`config.mk`:
```
export PLATFORM = sky130hd
export DESIGN_NAME = pio_bank
export DESIGN_NICKNAME = d
export VERILOG_FILES = /design/src/rtl/pio_pkg.sv /design/src/rtl/pio_setclr_reg.sv /design/src/rtl/pio_in_filter.sv /design/src/rtl/pio_pad_mux.sv /design/src/rtl/pio_bank.sv
export SDC_FILE = /design/constraint.sdc
export NUM_CORES = 1
export LEC_CHECK = 0
export CORE_AREA = 8 8 187 189
export CTS_CLUSTER_DIAMETER = 150
export DETAILED_ROUTE_END_ITERATION = 7
export DIE_AREA = 0 0 195 197
export DONT_BUFFER_PORTS = 1
export GPL_ROUTABILITY_DRIVEN = 1
export SETUP_SLACK_MARGIN = 0.1
export SYNTH_ARGS = -nofsm -noshare
export SYNTH_HDL_FRONTEND = slang
export SYNTH_SLANG_ARGS = --single-unit
```
`constraint.sdc`:
```
create_clock -name clk -period 2.82 [get_ports clk]
set_input_delay 0.564 -clock clk [delete_from_list [all_inputs] [get_ports clk]]
set_output_delay 0.564 -clock clk [all_outputs]
set_load 0.1 [all_outputs]
```
`src/rtl/pio_pkg.sv`:
```
package pio_pkg;
   localparam int unsigned PIO_BUS_W  = 32;
   localparam int unsigned PIO_NCFG   = 7;
   localparam int unsigned PIO_STRIDE = 16;
   // vector indices; base address = index * PIO_STRIDE
   localparam int unsigned CFG_OWN  = 0;
   localparam int unsigned CFG_DIR  = 1;
   localparam int unsigned CFG_FILT = 2;
   localparam int unsigned CFG_DATA = 3;
   localparam int unsigned CFG_OD   = 4;
   localparam int unsigned CFG_PU   = 5;
   localparam int unsigned CFG_SEL  = 6;
   localparam int unsigned OFS_SET  = 0;
   localparam int unsigned OFS_CLR  = 4;
   localparam int unsigned OFS_STAT = 8;
   localparam int unsigned OFS_LEVEL = PIO_NCFG * PIO_STRIDE;

   function automatic bit cfg_resets_high(int unsigned idx);
      return (idx == CFG_OWN) || (idx == CFG_PU);
   endfunction

   function automatic int unsigned cfg_addr(int unsigned idx, int unsigned ofs);
      return idx * PIO_STRIDE + ofs;
   endfunction
endpackage

```
`src/rtl/pio_setclr_reg.sv`:
```
module pio_setclr_reg #(
   parameter int unsigned W        = 32,
   parameter bit          RST_ONES = 1'b0
) (
   input  logic         clk,
   input  logic         rst_n,
   input  logic         set_en,
   input  logic         clr_en,
   input  logic [W-1:0] wmask,
   output logic [W-1:0] q
);
   localparam logic [W-1:0] RST_VAL = RST_ONES ? {W{1'b1}} : {W{1'b0}};

   logic [W-1:0] set_m;
   logic [W-1:0] clr_m;

   always_comb begin
      set_m = set_en ? wmask : '0;
      clr_m = clr_en ? wmask : '0;
   end

   always_ff @(posedge clk or negedge rst_n) begin
      if (!rst_n) q <= RST_VAL;
      else        q <= (q | set_m) & ~clr_m;
   end
endmodule

```
`src/rtl/pio_in_filter.sv`:
```
module pio_in_filter #(
   parameter int unsigned NPINS      = 32,
   parameter bit          HAS_FILTER = 1'b1
) (
   input  logic             clk,
   input  logic             rst_n,
   input  logic [NPINS-1:0] filt_en,
   input  logic [NPINS-1:0] pad_in,
   output logic [NPINS-1:0] level
);
   for (genvar p = 0; p < NPINS; p++) begin : g_pin
      logic smp_now;
      always_ff @(posedge clk or negedge rst_n) begin
         if (!rst_n) smp_now <= 1'b0;
         else        smp_now <= pad_in[p];
      end

      if (HAS_FILTER) begin : g_filt
         logic smp_prev;
         always_ff @(posedge clk or negedge rst_n) begin
            if (!rst_n) begin
               smp_prev <= 1'b0;
               level[p] <= 1'b0;
            end else begin
               smp_prev <= smp_now;
               if (!filt_en[p] || (smp_now == smp_prev)) level[p] <= smp_now;
            end
         end
      end else begin : g_raw
         logic unused_en;
         assign unused_en = filt_en[p];
         always_ff @(posedge clk or negedge rst_n) begin
            if (!rst_n) level[p] <= 1'b0;
            else        level[p] <= smp_now;
         end
      end
   end
endmodule

```
`src/rtl/pio_pad_mux.sv`:
```
module pio_pad_mux #(
   parameter int unsigned NPINS     = 32,
   parameter bit          HAS_OPEN_DRAIN = 1'b1
) (
   input  logic [NPINS-1:0] own_io,
   input  logic [NPINS-1:0] sel_alt,
   input  logic [NPINS-1:0] od_en,
   input  logic [NPINS-1:0] io_out,
   input  logic [NPINS-1:0] io_oe,
   input  logic [NPINS-1:0] pa_out,
   input  logic [NPINS-1:0] pa_oe,
   input  logic [NPINS-1:0] pb_out,
   input  logic [NPINS-1:0] pb_oe,
   output logic [NPINS-1:0] pad_out,
   output logic [NPINS-1:0] pad_oe
);
   for (genvar p = 0; p < NPINS; p++) begin : g_pin
      logic src_out;
      logic src_oe;
      always_comb begin
         if (own_io[p]) begin
            src_out = io_out[p];
            src_oe  = io_oe[p];
         end else if (sel_alt[p]) begin
            src_out = pb_out[p];
            src_oe  = pb_oe[p];
         end else begin
            src_out = pa_out[p];
            src_oe  = pa_oe[p];
         end
      end

      if (HAS_OPEN_DRAIN) begin : g_od
         always_comb begin
            if (od_en[p]) begin
               pad_out[p] = 1'b0;
               pad_oe[p]  = src_oe & ~src_out;
            end else begin
               pad_out[p] = src_out;
               pad_oe[p]  = src_oe;
            end
         end
      end else begin : g_push
         logic unused_od;
         assign unused_od  = od_en[p];
         assign pad_out[p] = src_out;
         assign pad_oe[p]  = src_oe;
      end
   end
endmodule

```
`src/rtl/pio_bank.sv`:
```
module pio_bank
   import pio_pkg::*;
#(
   parameter int unsigned NPINS          = 32,
   parameter int unsigned AW             = 8,
   parameter bit          HAS_FILTER     = 1'b1,
   parameter bit          HAS_OPEN_DRAIN = 1'b1
) (
   input  logic                 clk,
   input  logic                 rst_n,
   input  logic                 bus_wr,
   input  logic [AW-1:0]        bus_addr,
   input  logic [PIO_BUS_W-1:0] bus_wdata,
   output logic [PIO_BUS_W-1:0] bus_rdata,
   input  logic [NPINS-1:0]     pad_in,
   output logic [NPINS-1:0]     pad_out,
   output logic [NPINS-1:0]     pad_oe,
   output logic [NPINS-1:0]     pad_pu,
   output logic [NPINS-1:0]     pin_level,
   input  logic [NPINS-1:0]     per_a_out,
   input  logic [NPINS-1:0]     per_a_oe,
   input  logic [NPINS-1:0]     per_b_out,
   input  logic [NPINS-1:0]     per_b_oe
);
   localparam int unsigned MAP_BYTES = OFS_LEVEL + 4;

   if (NPINS < 1 || NPINS > PIO_BUS_W) begin : g_bad_npins
      $error("pio_bank: NPINS must lie in 1..32");
   end
   if ((1 << AW) < MAP_BYTES) begin : g_bad_aw
      $error("pio_bank: AW too narrow for the register map");
   end

   logic [NPINS-1:0] cfg_q [PIO_NCFG];
   logic [NPINS-1:0] cfg_ioen, cfg_oe, cfg_filt, cfg_data, cfg_md, cfg_pu, cfg_absel;

   for (genvar g = 0; g < PIO_NCFG; g++) begin : g_cfg
      logic hit_set, hit_clr;
      assign hit_set = bus_wr && (bus_addr == AW'(cfg_addr(g, OFS_SET)));
      assign hit_clr = bus_wr && (bus_addr == AW'(cfg_addr(g, OFS_CLR)));
      pio_setclr_reg #(.W(NPINS), .RST_ONES(cfg_resets_high(g))) u_vec (
         .clk    (clk),
         .rst_n  (rst_n),
         .set_en (hit_set),
         .clr_en (hit_clr),
         .wmask  (bus_wdata[NPINS-1:0]),
         .q      (cfg_q[g])
      );
   end

   assign cfg_ioen  = cfg_q[CFG_OWN];
   assign cfg_oe    = cfg_q[CFG_DIR];
   assign cfg_filt  = cfg_q[CFG_FILT];
   assign cfg_data  = cfg_q[CFG_DATA];
   assign cfg_md    = cfg_q[CFG_OD];
   assign cfg_pu    = cfg_q[CFG_PU];
   assign cfg_absel = cfg_q[CFG_SEL];

   pio_in_filter #(.NPINS(NPINS), .HAS_FILTER(HAS_FILTER)) u_filter (
      .clk     (clk),
      .rst_n   (rst_n),
      .filt_en (cfg_filt),
      .pad_in  (pad_in),
      .level   (pin_level)
   );

   pio_pad_mux #(.NPINS(NPINS), .HAS_OPEN_DRAIN(HAS_OPEN_DRAIN)) u_mux (
      .own_io  (cfg_ioen),
      .sel_alt (cfg_absel),
      .od_en   (cfg_md),
      .io_out  (cfg_data),
      .io_oe   (cfg_oe),
      .pa_out  (per_a_out),
      .pa_oe   (per_a_oe),
      .pb_out  (per_b_out),
      .pb_oe   (per_b_oe),
      .pad_out (pad_out),
      .pad_oe  (pad_oe)
   );

   assign pad_pu = cfg_pu;

   always_comb begin
      bus_rdata = '0;
      for (int k = 0; k < PIO_NCFG; k++) begin
         if (bus_addr == AW'(cfg_addr(k, OFS_STAT))) bus_rdata[NPINS-1:0] = cfg_q[k];
      end
      if (bus_addr == AW'(OFS_LEVEL)) bus_rdata[NPINS-1:0] = pin_level;
   end
endmodule

```
==> metrics.yaml <==
fin_area_mm2: 0.0198
firstDrtPassIters: 5
cts_root_buffer: "clkbuf_16"
cp.depth: 6
cp_max_fo: 8
synth_top_family_by_area: "compound AO/OA/AOI/OAI gates"
first_global_vias: 14000
wl_per_cell_um: 26.1
die_area_mm2: 0.0384
ys_top_cells_by_area: "dfrtp_1 41%, a21oi_1 20%, dfstp_2 11%"
startpoint_type: "primary input"
core_mm2: 0.0320
status: "finished with violations"
routed_wl_um: 58800
synth_edf_count: 0
critPathMaxStageDelay_ns: 0.62
async_flop_share_pct: 100
synth-simple-area-share_pct: 9.80
worst_pin_slew_ns: 1.24
crit_slowest_cell: "or4b_4"
period_needed_ns: 2.70
synth_compound_area_share_pct: 28.7
fin_hold_ws_ns: -0.261
finalHoldViolCount: 184
fillers: 2737
power.density_mw_per_mm2: 596
yosys.area.top_type: "dfrtp_1"
max_slew_margin_pct: 17.2
path_cells: "or4b_4, nor2_4, buf_4, a31oi_1, a21oi_4, buf_12"
overflow: 0
critical_path.top_delay_family: "simple AND/OR/NAND/NOR gates"
violations: "negative hold slack"
skew_ns: 0.00917
drv_slew: 0
setup_violations: 0
vias: 14300
synth_top_area_share_pct: 40.8
max_freq_ghz: 0.371
muxShareOfSynthArea_pct: 5.88
portBuffers: 0
ys_types: 51
track_usage_pct: 29.5
ys.flop_type: "dfrtp_1"
p_leak_nw: 8.25
ys_ff_latch: 320
dieWidth_um: 195
drc: 0
synthAdderAreaFrac_pct: 0
utilization_pct: 61.8
cts_buffer_depth: 3
clk_latency_ns: 0.52
areaGrowthSynthToFinish_pct: 26.0
yosysWarnings: 0
finalCritPeriodShare_pct: 95.6
antenna_found_initial: 3
grt_start_max_net_pins: 321
rows: 66
drive_above_1_share_pct: 24.6
grt_pass1_wl_um: 87700
fin_nets: 2015
vdd_drop_max_mv: 0.484
drv_cap: 0
rsz0062_at_grt: "true"
seq_area_frac_synth_pct: 51.5
synth_xor_area_share_pct: 0
clkSinkCount: 320
place.gp.congestion: 0.867
path_class: "primary input to output pin"
reg2regPathDepth: 3
placed_cell_area_mm2: 0.0185
syn_area_mm2: 0.0157
hp-class: "primary input to async pin"
path_buf_inv: 2
cts.clk_slew.worst_paths_ns: 0.06
cts_max_level: 2
cp_data_arrival_time_ns: 2.13
cts_tree: "built"
worstPathRequired_ns: 2.26
total_power_mw: 11.8
cts_buffers: 38
io-pin-count: 363
avgSynthCellArea_um2: 9.33
viasPerCell: 6.34
drt_iter0_drc: 1255
final_antenna_net_count: 0
start_util_pct: 49.1
hpwl_um: 38600
mappedNetlistNets: 1887
die_y_um: 197
cp-end-kind: "output pin"
synthCells: 1684
-- per-layer routing --
metal  global-route usage [%]  wire length (um)  vias up
met2                     46.3             27100      682
met5                        0                27        -
met4                     10.3              1930        4
met3                     7.06              5220      120
met1                     39.8             24500     7066
li1                         -                 -     6402
-- cell families (layout without fill, tap and decap cells) --
family	count (synthesis)	after routing
compound gates	844	844
mux	92	92
flops	320	320
other cells	0	1
buf+inv	158	316
simple gates	270	270
-- cells in the mapped netlist, types with 3 or more instances --
master	count
nor2_1	78
nand2b_1	37
nor3b_1	3
inv_1	25
nand2_1	39
buf_1	4
o22ai_1	26
a31oi_1	24
nor4_2	3
clkbuf_1	90
a2111oi_0	4
nor2b_1	13
buf_2	33
nand3b_1	41
a22o_1	5
dfstp_2	64
nand3_1	3
and2_1	24
a21o_1	24
a21oi_1	637
dfrtp_1	256
mux2_2	3
nor3_4	3
buf_4	6
o2bb2ai_1	24
o21ai_0	90
nor3_1	7
or2_2	3
mux2i_1	89
-- stage by stage --
| stage | worst slack, ns | std cells | TNS, ns |
|---|---|---|---|
| 5_1_grt | 0.0821 | 2251 | 0 |
| 3_3_place_gp | 0.124 | 2179 | 0 |
| 3_5_place_dp | 0.106 | 2179 | 0 |
| 4_1_cts | 0.131 | 2250 | 0 |
| 6_report | 0.125 | 2251 | 0 |
| 2_1_floorplan | -0.180 | 1684 | -1.77 |
-- worst paths after layout --
kind	to	from	slack, ns
setup / recovery	bus_rdata[24]	bus_addr[0]	0.12
hold / removal	u_filter.g_pin[3].smp_now	rst_n	-0.26
setup reg to reg	g_cfg[5].u_vec.q[19]	g_cfg[5].u_vec.q[19]	1.69
hold reg to reg	u_filter.g_pin[24].g_filt.smp_prev	u_filter.g_pin[24].smp_now	0.40
max in group asynchronous	u_filter.g_pin[6].smp_now	rst_n	2.07
min in group clk	u_filter.g_pin[8].smp_now	pad_in[8]	0.06
-- cells in the final DEF, fill, tap and decap left out, types with 5 or more instances in the layout --
cell and n:
nor2b_1 5, o2bb2ai_1 24, nor2b_2 8, buf_4 180
a31oi_1 24, nand3b_1 41, a21o_1 24, o21ai_0 83
and2_1 24, buf_12 40, a21oi_4 25, nor2_1 74
mux2i_1 89, dfstp_2 64, o22ai_1 26, clkbuf_8 6
clkbuf_1 12, nor3_1 5, nand2b_1 35, nand2_1 39
clkinv_2 7, a22o_1 5, o21ai_4 5, dfrtp_1 256
a21oi_1 579, inv_1 25, a21oi_2 33, clkbuf_16 41
-- cell type report --
cell class	count	area (um2)	share of cell area (%)
Antenna cell	1	2.50	0.0126
Clock buffer	59	1150	5.82
Clock inverter	11	133	0.670
Inverter	25	93.8	0.474
Multi-Input combinational cell	1206	7650	38.6
Sequential cell	320	8090	40.8
Tap cell	408	510	2.58
Timing Repair Buffer	221	2180	11.0
-- power by group --
part	internal, mW	switching, mW
Sequential	4.86	0.223
Combinational	0.447	1.23
Clock	3.09	1.95
Total	8.40	3.41
-- state kept, by name (all words and copies together) (netlist names) --
signal and flops:
g_cfg.u_vec.q 224, u_filter.g_pin.g_filt.smp_prev 32, u_filter.g_pin.smp_now 32, u_filter.level 32
-- what timing repair did --
item,in CTS,in global routing
endpoints found under the hold margin,320,257
endpoints found under the setup margin,1,5
pin swaps,1,0
setup buffers,1,0
resized for setup,0,4
Power figures use the tool's default switching activity.
